## config.mk

```make
export PLATFORM = sky130hd
export DESIGN_NAME = ls_agu_top
export DESIGN_NICKNAME = d
export VERILOG_FILES = /design/src/rtl/agu_pkg.sv /design/src/rtl/agu_offset.sv /design/src/rtl/agu_sum.sv /design/src/rtl/agu_align.sv /design/src/rtl/agu_stage.sv /design/src/rtl/ls_agu_top.sv
export SDC_FILE = /design/constraint.sdc
export NUM_CORES = 1
export LEC_CHECK = 0
export BUFFER_PORTS_ARGS = -buffer_cell sky130_fd_sc_hd__buf_2
export CAP_MARGIN = 5
export CORE_MARGIN = 3
export CORE_UTILIZATION = 57
export DETAILED_ROUTE_END_ITERATION = 10
export GPL_TIMING_DRIVEN = 0
export PLACE_DENSITY_LB_ADDON = 0.08
export SYNTH_ARGS = -nofsm -noshare
export SYNTH_HDL_FRONTEND = slang
export SYNTH_HIERARCHICAL = 1
export SYNTH_SLANG_ARGS = --single-unit
```

## constraint.sdc

```tcl
create_clock -name clk -period 7.2 [get_ports clk]
set_input_delay 0 -clock clk [delete_from_list [all_inputs] [get_ports clk]]
set_output_delay 0 -clock clk [all_outputs]
set_load 0.01 [all_outputs]
```

## src/rtl/agu_pkg.sv

```systemverilog
`timescale 1ns/1ps
package agu_pkg;

    localparam int unsigned AGU_XLEN  = 32;
    localparam int unsigned AGU_IMM_W = 12;
    localparam int unsigned AGU_SH_W  = $clog2(AGU_XLEN);

    typedef enum logic [1:0] {
        ACC_BYTE = 2'b00,
        ACC_HALF = 2'b01,
        ACC_WORD = 2'b10,
        ACC_RSVD = 2'b11
    } acc_size_e;

    typedef enum logic {
        IX_PRE  = 1'b0,
        IX_POST = 1'b1
    } idx_mode_e;

    typedef enum logic {
        OS_IMM = 1'b0,
        OS_REG = 1'b1
    } ofs_src_e;

    typedef struct packed {
        logic [AGU_XLEN-1:0] addr;
        logic [AGU_XLEN-1:0] new_base;
        logic                wb_en;
        logic                misalign;
    } agu_res_t;

    // Low address bits that must be zero for an access of the given width.
    function automatic logic [1:0] align_mask(acc_size_e sz);
        logic [1:0] m;
        unique case (sz)
            ACC_BYTE: m = 2'b00;
            ACC_HALF: m = 2'b01;
            default:  m = 2'b11;
        endcase
        return m;
    endfunction

endpackage

```

## src/rtl/agu_offset.sv

```systemverilog
`timescale 1ns/1ps
module agu_offset
    import agu_pkg::*;
#(
    parameter int unsigned ADDR_W = AGU_XLEN,
    parameter int unsigned IMM_W  = AGU_IMM_W,
    parameter int unsigned SH_W   = AGU_SH_W
) (
    input  ofs_src_e            src,
    input  logic [IMM_W-1:0]    imm,
    input  logic [ADDR_W-1:0]   rofs,
    input  logic [SH_W-1:0]     shamt,
    output logic [ADDR_W-1:0]   ofs
);
    localparam int unsigned PAD_W = ADDR_W - IMM_W;

    // Logarithmic left shifter: stage k moves the value by 2**k positions.
    logic [ADDR_W-1:0] stg [SH_W+1];
    assign stg[0] = rofs;

    for (genvar k = 0; k < SH_W; k++) begin : g_shift
        assign stg[k+1] = shamt[k] ? (stg[k] << (2**k)) : stg[k];
    end

    logic [ADDR_W-1:0] imm_ext;
    assign imm_ext = {{PAD_W{1'b0}}, imm};

    always_comb begin
        unique case (src)
            OS_REG:  ofs = stg[SH_W];
            default: ofs = imm_ext;
        endcase
    end
endmodule

```

## src/rtl/agu_sum.sv

```systemverilog
`timescale 1ns/1ps
module agu_sum #(
    parameter int unsigned ADDR_W = 32
) (
    input  logic [ADDR_W-1:0] base,
    input  logic [ADDR_W-1:0] ofs,
    input  logic              sub,
    output logic [ADDR_W-1:0] sum
);
    // One carry chain for both directions: subtraction uses the inverted offset plus a carry-in.
    logic [ADDR_W-1:0] ofs_x;
    logic [ADDR_W-1:0] cin;

    assign ofs_x = ofs ^ {ADDR_W{sub}};
    assign cin   = {{(ADDR_W-1){1'b0}}, sub};
    assign sum   = base + ofs_x + cin;
endmodule

```

## src/rtl/agu_align.sv

```systemverilog
`timescale 1ns/1ps
module agu_align
    import agu_pkg::*;
#(
    parameter int unsigned ADDR_W = AGU_XLEN
) (
    input  logic [ADDR_W-1:0] addr,
    input  acc_size_e         size,
    output logic              misalign
);
    logic [1:0] mask;
    assign mask     = align_mask(size);
    assign misalign = |(addr[1:0] & mask);
endmodule

```

## src/rtl/agu_stage.sv

```systemverilog
`timescale 1ns/1ps
module agu_stage
    import agu_pkg::*;
#(
    parameter bit REG_OUT = 1'b1
) (
    input  logic     clk,
    input  logic     rst,
    input  agu_res_t d,
    output agu_res_t q
);
    if (REG_OUT) begin : g_reg
        always_ff @(posedge clk) begin
            if (rst) q <= '0;
            else     q <= d;
        end
    end else begin : g_comb
        assign q = d;
    end
endmodule

```

## src/rtl/ls_agu_top.sv

```systemverilog
`timescale 1ns/1ps
module ls_agu_top
    import agu_pkg::*;
#(
    parameter int unsigned ADDR_W  = AGU_XLEN,
    parameter int unsigned IMM_W   = AGU_IMM_W,
    parameter bit          REG_OUT = 1'b1
) (
    input  logic                      clk,
    input  logic                      rst,
    input  logic [ADDR_W-1:0]         base_i,
    input  logic                      ofs_sel_i,
    input  logic [IMM_W-1:0]          imm_i,
    input  logic [ADDR_W-1:0]         rofs_i,
    input  logic [$clog2(ADDR_W)-1:0] shamt_i,
    input  logic                      sub_i,
    input  logic                      post_i,
    input  logic                      wb_i,
    input  logic [1:0]                size_i,
    output logic [ADDR_W-1:0]         addr_o,
    output logic [ADDR_W-1:0]         new_base_o,
    output logic                      wb_en_o,
    output logic                      misalign_o
);
    localparam int unsigned SH_W = $clog2(ADDR_W);

    ofs_src_e  src;
    idx_mode_e mode;
    acc_size_e asz;

    assign src  = ofs_src_e'(ofs_sel_i);
    assign mode = idx_mode_e'(post_i);
    assign asz  = acc_size_e'(size_i);

    logic [ADDR_W-1:0] ofs;
    logic [ADDR_W-1:0] adj;

    agu_offset #(.ADDR_W(ADDR_W), .IMM_W(IMM_W), .SH_W(SH_W)) i_ofs (
        .src   (src),
        .imm   (imm_i),
        .rofs  (rofs_i),
        .shamt (shamt_i),
        .ofs   (ofs)
    );

    agu_sum #(.ADDR_W(ADDR_W)) i_sum (
        .base (base_i),
        .ofs  (ofs),
        .sub  (sub_i),
        .sum  (adj)
    );

    agu_res_t nxt;
    agu_res_t cur;
    logic     mis;

    always_comb begin
        nxt = '0;
        unique case (mode)
            IX_POST: begin
                nxt.addr     = base_i;
                nxt.new_base = adj;
                nxt.wb_en    = 1'b1;
            end
            default: begin
                nxt.addr     = adj;
                nxt.new_base = wb_i ? adj : base_i;
                nxt.wb_en    = wb_i;
            end
        endcase
        nxt.misalign = mis;
    end

    agu_align #(.ADDR_W(ADDR_W)) i_align (
        .addr     (nxt.addr),
        .size     (asz),
        .misalign (mis)
    );

    agu_stage #(.REG_OUT(REG_OUT)) i_stage (
        .clk (clk),
        .rst (rst),
        .d   (nxt),
        .q   (cur)
    );

    assign addr_o     = cur.addr;
    assign new_base_o = cur.new_base;
    assign wb_en_o    = cur.wb_en;
    assign misalign_o = cur.misalign;
endmodule

```

==> summary.md <==
| Metric | Value |
|---|---|
| Status | finished, final reports clean |
| H-tree levels | 3 |
| Share of the synthesized area in the top cell type | 18.8% |
| CP Data Arrival Time | 4.42 ns |
| Peak VDD IR | 0.197 mV |
| Drt total wl | 22.9 mm |
| TritonCTS clock tree | yes |
| Post CTS Setup Buffer Count | 0 |
| Reg clk slew, reported paths | 0.06 ns |
| Post-route worst setup slack | 3.01 ns |
| Final setup fails | 0 |
| Count leader, synth | nor2b_1 |
| N_diodes | 0 |
| Worst-margin pin slew | 0.688 ns |
| CP Launch Type | input port |
| Fin. max-slew vios | 0 |
| Max_slew headroom | 54.2% |
| Crit path cell chain | buf_2 > buf_2 > buf_2 > mux2i_1 > mux2i_1 > a2111oi_0 > a211oi_1 > xor2_1 > ha_1 > a21oi_1 > o21ai_1 > a21oi_1 > o21ai_0 > a2111oi_0 > a211oi_2 > xnor2_1 > mux2_4 > nor2b_1 |
| IO Count | 155 |
| Leak | 3.81 nW |
| Biggest regs | i_stage/q: 66 flops |
| Largest net degree at the start of global routing | 13 |
| Syn avg cell area | 9.08 µm² |
| Clock root buffer | clkbuf_16 |
| Die Area | 13700 µm² |
| Largest cells by area after synthesis | dfxtp_1 (19%), mux2_2 (11%), nor2b_1 (6.8%) |
| FF+latch count, synth | 66 |
| Peak Freq | 0.239 GHz |
| Core box area | 11800 µm² |
| Initial core utilization | 59.9% |
| Vias in the first global route | 6812 |
| Critical path class | in2reg |
| Routed via count | 6790 |
| Top_reg_cell synth | dfxtp_1 |
| Gate Count Post-Synth | 775 |
| TritonRoute pass-1 iters | 5 |
| First DRT Iteration DRCs | 669 |
| Synthesized area | 7040 µm² |
| Syn nets | 898 |
| Number of buffers created by CTS | 9 |
| FILL cells | 906 |
| Post-layout util | 70.8% |
| CTS sink cnt | 66 |
| Max Cap Viol | 0 |
| CP endpoint kind | register |
| RSZ-0062 raised after global routing | no |
| Fin area | 8330 µm² |
| Routability cong. | 0.977 |
| Final TNS setup | 0 ns |
| Placed cell area | 7990 µm² |
| Yosys warnings | 6 |
| Row count | 39 |
| Initial antenna violation count | 0 |
| Hold buffers post-CTS | 2 |
| Final critical-path share of the clock period | 58.2% |
| Unique cell type count in the Yosys netlist | 79 |
| Final min period | 4.19 ns |
| GRT overflow | 0 |
| Area growth syn-to-layout | 18.3% |
| Post_cts resized | 0 |
| ANT nets after route | 0 |
| Die Height | 117 µm |
| Place WS | 2.80 ns |
| Worst-path maximum fanout | 10 |
| Avg WL per Cell | 20.7 µm |
| Sequential share of the synthesized area | 18.8% |
| Synth top cells by count | nor2b_1 (76), dfxtp_1 (66), mux2_2 (66) |
| DP HPWL | 17.8 mm |
| Critical Path Max Stage Delay | 0.63 ns |
| Critical path's slowest cell | a2111oi_0 |
| Wire length of the first global-routing pass | 35.5 mm |
| Max reg flops | 66 |
| Routed vias/inst | 6.14 |
| CTS Buffer Depth | 2 |
| Layout cell share with drive strength beyond 1 | 35.4% |
| Hold Path Class | in2reg |
| Final hold vios | 0 |
| Layout Nets | 1060 |
| Multi-input gate area | 5290 µm² |
| DRC Markers | 0 |
| Async set or reset register ratio after synthesis | 0% |
| Cell taking the most area after synthesis | dfxtp_1 |
| Critical path required time | 7.43 ns |
| P per Cell Area | 219 nW/µm² |
| Number of synthesized flops with an enable pin | 0 |
| Total area of sequential cells | 1320 µm² |
| Critical Path Most Common Cell | buf_2 |
| Tot Pwr | 1.82 mW |
| GRT Total Usage | 33.3% |
| Largest register by flop count | i_stage/q |
| # port buffers | 149 |
| Die Width | 117 µm |
[through the flow]
| step | std cells | hold WS (ns) |
|---|---|---|
| floorplan | 775 | 0.236 |
| global placement | 1088 | 0.310 |
| detailed placement | 1088 | 0.319 |
| CTS | 1106 | 0.0180 |
| global route | 1106 | 0.0433 |
| finish | 1106 | 0.0378 |
[cell type report]
type | count | share of cell area, %
Buffer | 49 | 4.51
Sequential cell | 66 | 15.9
Clock inverter | 6 | 1.08
Inverter | 15 | 0.676
Multi-Input combinational cell | 645 | 63.5
Tap cell | 164 | 2.46
Timing Repair Buffer | 151 | 9.19
Clock buffer | 10 | 2.75
[critical path, delay by kind of cell]
family,cells,cell delay [ns]
compound gates,8,2.20
xor+xnor,2,0.36
fa+ha+maj,1,0.39
buf+inv,3,0.71
mux,3,0.63
simple gates,1,0.13
[cell families (layout without fill, tap and decap cells)]
family | after synthesis | in the layout | synth area share (%)
adders and majority gates | 34 | 34 | 6.15
and+or+nand+nor | 231 | 231 | 17.7
buffers and inverters | 64 | 231 | 6.13
DFF | 66 | 66 | 18.8
xor gates and xnor gates | 60 | 60 | 7.46
muxes | 140 | 140 | 25.4
AOI/OAI and AO/OA | 180 | 180 | 18.3
[placed cells by master, fill, tap and decap left out, drive strengths merged, types with 5 or more instances in the layout]
cell type	instances
buf	189
mux2	95
nor2b	76
dfxtp	66
nor2	47
xor2	46
a21oi	41
nand2	39
o21ai	35
ha	33
mux2i	32
clkbuf	19
a21o	17
nand3	16
o22ai	16
inv	15
xnor2	14
mux4	13
nand2b	12
o2bb2ai	9
nor3	8
a31oi	8
and2	6
or2	6
a2111oi	6
o21a	5
[layer usage]
metal / global-route usage (%) / share of wire [%]
met4: 12.8 / 3.6
met1: 42.4 / 41
met2: 54.5 / 47
met3: 7.92 / 8.5
met5: 0 / 0
[worst paths after layout]
check / start / end / cells past startpoint
worst max-delay path: shamt_i[1] / i_stage/q[33]$_SDFF_PP0_ / 18
worst min-delay path: base_i[8] / i_stage/q[10]$_SDFF_PP0_ / 3
[where the power goes]
part | switching (mW) | internal, mW | leakage [nW]
clock network | 0.177 | 0.304 | 0.153
registers | 0.0148 | 0.428 | 0.550
logic | 0.470 | 0.429 | 3.11
Note: power is estimated with default switching activity, not from simulation.
